==> src/rtl/sdlc_rx_decoder.sv <==
module sdlc_rx_decoder #(
  parameter int OVS      = 16,
  parameter int SYNC_WIN = 3
) (
  input  logic clk,
  input  logic rst_n,
  input  logic tick_en,
  input  logic rx_line,
  input  logic nrz_mode,
  input  logic strobe_mode,
  input  logic strobe_in,
  input  logic strobe_rise,
  output logic bit_out,
  output logic bit_valid,
  output logic flag_pulse,
  output logic abort_pulse,
  output logic cv_pulse
);
  localparam int PW = $clog2(OVS);
  localparam logic [PW-1:0] PH_ONE = PW'(1);
  localparam logic [PW-1:0] PH_Q1  = PW'(OVS / 4);
  localparam logic [PW-1:0] PH_MID = PW'(OVS / 2);
  localparam logic [PW-1:0] PH_Q3  = PW'((3 * OVS) / 4);
  localparam logic [PW-1:0] PH_LO  = PW'(SYNC_WIN);
  localparam logic [PW-1:0] PH_HI  = PW'(OVS - SYNC_WIN);

  logic          ln, ln_t, st_q, st_d;
  logic [PW-1:0] ph;
  logic          fa, fb, have_fb;
  logic [2:0]    ones;

  wire edge_seen = ln ^ ln_t;
  wire near_bnd  = (ph >= PH_HI) || (ph <= PH_LO);
  wire int_tick  = !strobe_mode && tick_en;
  wire stb_evt   = strobe_mode && (strobe_rise ? (st_q & ~st_d) : (~st_q & st_d));
  wire nrz_evt   = int_tick && nrz_mode && (ph == PH_MID);
  wire fm_a      = int_tick && !nrz_mode && (ph == PH_Q1);
  wire fm_b      = int_tick && !nrz_mode && (ph == PH_Q3);
  wire raw_evt   = stb_evt | nrz_evt | fm_b;
  wire raw_bit   = fm_b ? (fa == ln) : ln;

  always_ff @(posedge clk) begin
    if (!rst_n) begin
      ln          <= 1'b1;
      ln_t        <= 1'b1;
      st_q        <= 1'b0;
      st_d        <= 1'b0;
      ph          <= '0;
      fa          <= 1'b1;
      fb          <= 1'b1;
      have_fb     <= 1'b0;
      ones        <= 3'd0;
      bit_out     <= 1'b0;
      bit_valid   <= 1'b0;
      flag_pulse  <= 1'b0;
      abort_pulse <= 1'b0;
      cv_pulse    <= 1'b0;
    end else begin
      ln          <= rx_line;
      st_q        <= strobe_in;
      st_d        <= st_q;
      bit_valid   <= 1'b0;
      flag_pulse  <= 1'b0;
      abort_pulse <= 1'b0;
      cv_pulse    <= 1'b0;

      if (tick_en) begin
        ln_t <= ln;
        ph   <= (edge_seen && near_bnd) ? PH_ONE : ph + PH_ONE;
      end

      if (fm_a) begin
        fa       <= ln;
        cv_pulse <= have_fb && (ln == fb);
      end
      if (fm_b) begin
        fb      <= ln;
        have_fb <= 1'b1;
      end

      if (raw_evt) begin
        if (raw_bit) begin
          bit_valid   <= 1'b1;
          bit_out     <= 1'b1;
          abort_pulse <= (ones == 3'd6);
          ones        <= (ones == 3'd7) ? 3'd7 : ones + 3'd1;
        end else begin
          ones <= 3'd0;
          if (ones == 3'd6) begin
            flag_pulse <= 1'b1;
          end else if (ones < 3'd5) begin
            bit_valid <= 1'b1;
            bit_out   <= 1'b0;
          end
        end
      end
    end
  end


  flag_no_bit_chk: assert property (@(posedge clk) disable iff (!rst_n)
    flag_pulse |-> !bit_valid && !abort_pulse);


  cv_apart_chk: assert property (@(posedge clk) disable iff (!rst_n)
    cv_pulse |-> !bit_valid && !flag_pulse);


  abort_single_chk: assert property (@(posedge clk) disable iff (!rst_n)
    abort_pulse |=> !abort_pulse);


  abort_on_one_chk: assert property (@(posedge clk) disable iff (!rst_n)
    abort_pulse |-> bit_valid && bit_out);


  strobe_no_cv_chk: assert property (@(posedge clk) disable iff (!rst_n)
    strobe_mode && $past(strobe_mode) |-> !cv_pulse);


  bit_spacing_chk: assert property (@(posedge clk) disable iff (!rst_n)
    bit_valid && !strobe_mode |=> !bit_valid);
endmodule

==> config.mk <==
export PLATFORM = sky130hd
export DESIGN_NAME = sdlc_rx_decoder
export DESIGN_NICKNAME = d
export VERILOG_FILES = /design/src/rtl/sdlc_rx_decoder.sv
export SDC_FILE = /design/constraint.sdc
export NUM_CORES = 1
export LEC_CHECK = 0
export CAP_MARGIN = 20
export CORE_MARGIN = 1
export CORE_UTILIZATION = 45
export DETAILED_ROUTE_END_ITERATION = 10
export PLACE_DENSITY_LB_ADDON = 0.2
export REMOVE_ABC_BUFFERS = 1
export SLEW_MARGIN = 25
export SYNTH_ARGS = -nofsm -noshare
export SYNTH_HDL_FRONTEND = slang
export SYNTH_SLANG_ARGS = --single-unit
==> constraint.sdc <==
create_clock -name clk -period 1.4 [get_ports clk]
set_input_delay 0.28 -clock clk [delete_from_list [all_inputs] [get_ports clk]]
set_output_delay 0.28 -clock clk [all_outputs]
set_load 0.02 [all_outputs]
# Word-level counts from Yosys, hierarchy flattened
# Index checks and enable logic that the tools add are counted.
[totals]
regBits = 19
elab_cells = 66
[op_classes]
addsub = 2
magnitude_cmp = 3
n_eq_ne = 8
mux = 12
bitwise = 9
n_reduce_logical = 18
[ops]
columns = ["op", "count"]
rows = [
  ["$logic_and 1x1->1", 9],
  ["$mux 1", 9],
  ["$eq 4x4->1 const B", 2],
  ["$eq 3x3->1 const B", 2],
  ["$mux 3", 2],
  ["$reduce_and 3->1", 2],
  ["$add 4x1->4 const B", 1],
  ["$eq 4x3->1 const B", 1],
  ["$ge 4x4->1 const B", 1],
  ["$le 4x2->1 const B", 1],
  ["$mux 4", 1],
  ["$not 1->1", 4],
  ["$reduce_and 2->1", 2],
  ["$add 3x1->3 const B", 1],
  ["$lt 3x3->1 const B", 1],
  ["$reduce_or 3->1", 1],
  ["$and 1x1->1", 2],
  ["$eq 1x1->1", 2],
  ["$logic_not 1->1", 2],
  ["$ne 2x2->1 const B", 1],
  ["$or 1x1->1", 2],
  ["$reduce_bool 2->1", 1],
  ["$logic_or 1x1->1", 1],
  ["$xor 1x1->1", 1],
]

# Logic depth before layout (Yosys ltp)
[logic_depth]
word_depth = 8
ltp_mapped = 6
mapped_depth_nobuf = 6

# Worst setup path after synthesis
# OpenSTA, ideal clock, no wires.
[synth_timing]
path_kind = "reg2reg"
from = "register ph[0]"
to = "register ones[0]"
setup_ns = 0.141
arrival_time_ns = 1.307
required_ns = 1.259
slack_ns = -0.049
path_stages_with_launch = 7
period_less_slack_ns = 1.449
path_cell_list = "dfxtp_1 -> inv_1 -> ha_1 -> nand4bb_4 -> nor3_4 -> xnor2_1 -> o32ai_1"
[synth_via]
elab_chain_cells = 4
[synth_lines]
columns = ["element", "line_no", "text"]
rows = [
  ["start, declared", "28", "logic [PW-1:0] ph;"],
  ["start signal, assigned", "69", "ph <= (edge_seen && near_bnd) ? PH_ONE : ph + PH_ONE;"],
  ["$eq 4x4->1 (on tied branches)", "38, 36", ""],
  ["$logic_and 1x1->1 (on tied branches)", "38, 36", ""],
  ["$mux 1 / $or 1x1->1 (equally long branches)", "40, 39", ""],
  ["$mux 3 / $or 1x1->1 (equally long branches)", "82, 39", ""],
  ["end signal, assigned", "86", "ones <= (ones == 3'd7) ? 3'd7 : ones + 3'd1;"],
  ["end, declared", "30", "logic [2:0] ones;"],
]
# Several ways; a longest one is shown, not always the timed one.
# A chain may end at the register's enable or synchronous reset.

# Worst setup path in the final report
[layout_timing]
from = "register ones[0]"
to = "register bit_out"
[layout_via]
elab_chain_cells = 3
[layout_lines]
columns = ["element", "line_no", "text"]
rows = [
  ["$lt 3x3->1 / $eq 3x3->1 (equally long branches)", "91, 89", ""],
  ["$reduce_bool 2->1 (no line) / $ne 2x2->1 (equally long branches)", "--", ""],
  ["$reduce_and 3->1 (no line) (*)", "--", ""],
  ["end signal, assigned", "53", "bit_out <= 1'b0;"],
  ["end signal, assigned", "84", "bit_out <= 1'b1;"],
  ["end signal, assigned", "93", "bit_out <= 1'b0;"],
  ["end, declared", "13", "output logic bit_out,"],
]
# Mark *: on every way between the ends. The rest lies on a longest branch, timed or not.

==> reports/metrics.csv <==
metric,value,unit
layoutNonFillerInstCount,151,
drtIter0Drc,13,
die_area,2205,sq um
final_max_slew_viol_count,0,
diodes,0,
nets,140,
grt_max_degree,12,
tritoncts_clock_tree,yes,
insertion_delay,0.31,ns
fin_worst_skew,0.0007327,ns
cts_hold_repair.buffers,0,
boundaryPins,13,
r2r.worst_path.cells,5,
setup_viol,1,
die_w,46.96,microns
timing.max_slew.rel_slack,0.7969,
worst_hold_path.endpoint,ph[0],
cts_root_buf,clkbuf_4,
post-route-worst-setup-slack,-0.0009213,ns
core-area,1802,sq um
portBuffers,12,
worstPathRequired,1.60,ns
cp-end-kind,flip-flop,
drt_pre_antenna_iters,4,
report.final.hold_viol_count,0,
htree_num_levels,1,
yosysWarnings,0,
cts_num_sinks,19,
mappedNetlistArea,909.6,sq um
synth_sequential_area_ratio,0.4182,
floorplan.initialDensity,0.5049,
hold_path.startpoint,tick_en,
setup_total_negative_slack,-0.0009213,ns
worst_setup_start_kind,flip-flop,
finalWirelength,1791,microns
ys_types,30,
remaining_drc_errors,0,
synth_edf_count,0,
post_dp_area,1167,sq um
ys_dominant_reg_cell,dfxtp_1,
register_to_register_path_setup_slack,-0.0009,ns
run_status,finished with violations,
timing.rr.end,bit_out,
post-route-min-period,1.401,ns
p_leak,0.5298,nW
grt.total_usage,0.1876,
fmax,713.8,MHz
min_path_cells,2,
finalPower,1.011,mW
die_y,46.96,microns
netlist_instances,96,
dpl.cell_count,146,
power.density,806.1,nW/um^2
combined_area_of_the_multi_input_logic_cells,548.0,sq um
ys_seq_elements,19,
hold_path_class,in -> reg,
layout.area.seq,384.1,sq um
vdd_ir_drop_max,0.5932,mV
launch_instance_of_the_worst_register_to_register_path,ones[0],
setup.worst_path.class,reg -> reg,
final.fill_count,146,
number_of_buffers_created_by_cts,3,
final_layout_size_suffix_gt1_frac,0.3254,
wire_per_inst,11.86,microns
postLayoutCoreUtil,0.6958,
clock_tree.buffer_depth,2,
crit_path_max_fanout,4,
grt_pass1_wl,2918,microns
number_of_routed_nets_with_antenna_violations,0,
place.gp.congestion,0.7843,
mostFrequentLayoutCells,"16 x dfxtp_1, 16 x buf_4, 12 x nand2_1, 8 x nor2_1",
finalCritPeriodShare,1.001,
synthesis.area_per_instance,9.475,sq um
first_global_vias,733,
grt-ovfl-total,0,
rows,15,
critPathArrivalTime,1.61,ns
rsz0062_at_grt,true,
place.detailed.hpwl,1303,microns
routed-via-count,766,
area_growth,37.83,%
async_reset_ff_frac,0,
timing.max_cap.violations,0,
worstSetupStartpoint,ones[0],
post_drt_via_cell_ratio,5.073,
clkSlewWorstSetupHoldPaths,0.11,ns
violations,setup timing,
worst_slew_pin_slew,0.3032,ns
antenna_found_initial,0,
final_design_area_no_fill,1254,sq um
==> synth_stat cells (all sizes together), types with 3 or more instances <==
master,number,area share
dfxtp,19,0.42
and2,3,0.021
mux2i,3,0.033
nor2,9,0.037
xnor2,4,0.039
nand3,4,0.022
a21oi,5,0.028
ha,5,0.069
inv,5,0.021
nand2,12,0.050
==> flip-flops by register name, summed over array words and instances, names as in the netlist <==
register and count:
ph 4, ones 3, abort_pulse 1, bit_out 1, bit_valid 1, cv_pulse 1
fa 1, fb 1, flag_pulse 1, have_fb 1, ln 1, ln_t 1
st_d 1, st_q 1
==> metal layers <==
metal | vias up | part of all wire | global-route usage | wire [microns]
met2 | 16 | 0.46 | 0.2861 | 823
met1 | 353 | 0.49 | 0.2577 | 875
met3 | 5 | 0.032 | 0.03462 | 57
met5 | - | 0 | 0 | 0
met4 | 0 | 0.020 | 0.08571 | 35
li1 | 392 | - | - | -
==> cells by family (layout without fill, tap and decap cells) <==
group                    Yosys count  count (layout)  share of synthesized area
XOR/XNOR                           6               6                    0.05777
flip-flops                        19              19                     0.4182
AO/OA/AOI/OAI                     16              16                     0.1362
multiplexers                       3               3                    0.03301
AND/OR/NAND/NOR                   39              39                     0.2504
buffers and inverters              8              38                    0.03576
adder cells (fa/ha/maj)            5               5                    0.06878
==> stage by stage <==
stage          hold WS (ns)  setup WS, ns
2_1_floorplan        0.3419      -0.04881
3_3_place_gp         0.4463       -0.4154
3_5_place_dp         0.4535       -0.4223
4_1_cts              0.4301      0.007505
5_1_grt              0.4459      -0.08273
6_report             0.4316    -0.0009213
==> report_power, final <==
part | total [mW] | switching, mW | internal, mW | leakage [nW]
Sequential | 0.567 | 0.0121 | 0.555 | 0.156
Combinational | 0.148 | 0.0659 | 0.0826 | 0.356
Clock | 0.295 | 0.188 | 0.107 | 0.0177
==> worst max-delay path, stage by stage, from the launching register on <==
cell and delay, ns:
dfxtp_1 0.44, inv_1 0.09, ha_1 0.22, o31ai_2 0.25
a21oi_1 0.13, o21bai_1 0.17
==> layout make-up <==
class                   instances  share of cell area
clock buffers                   3             0.01796
repair buffers                 29              0.1946
multi-input cells              69              0.4371
well taps                      25             0.02495
clock inverters                 1            0.003992
inverters                       5             0.01497
flip-flops and latches         19              0.3064
==> timing repair <==
item | in CTS | in global routing
setup buffers | 1 | 0
gates cloned | 0 | 0
setup endpoints to repair | 14 | 11
gates resized for setup | 14 | 8
pin swaps | 3 | 3
==> how the worst max path moves through the flow <==
stage,to,cells past startpoint,slack [ns]
2_1_floorplan,ones[0],6,-0.05
3_3_place_gp,ones[2],5,-0.42
3_5_place_dp,ones[2],5,-0.42
4_1_cts,bit_valid,6,0.008
5_1_grt,bit_out,5,-0.08
6_report,bit_out,5,-0.0009
Note: power is estimated with default switching activity, not from simulation.
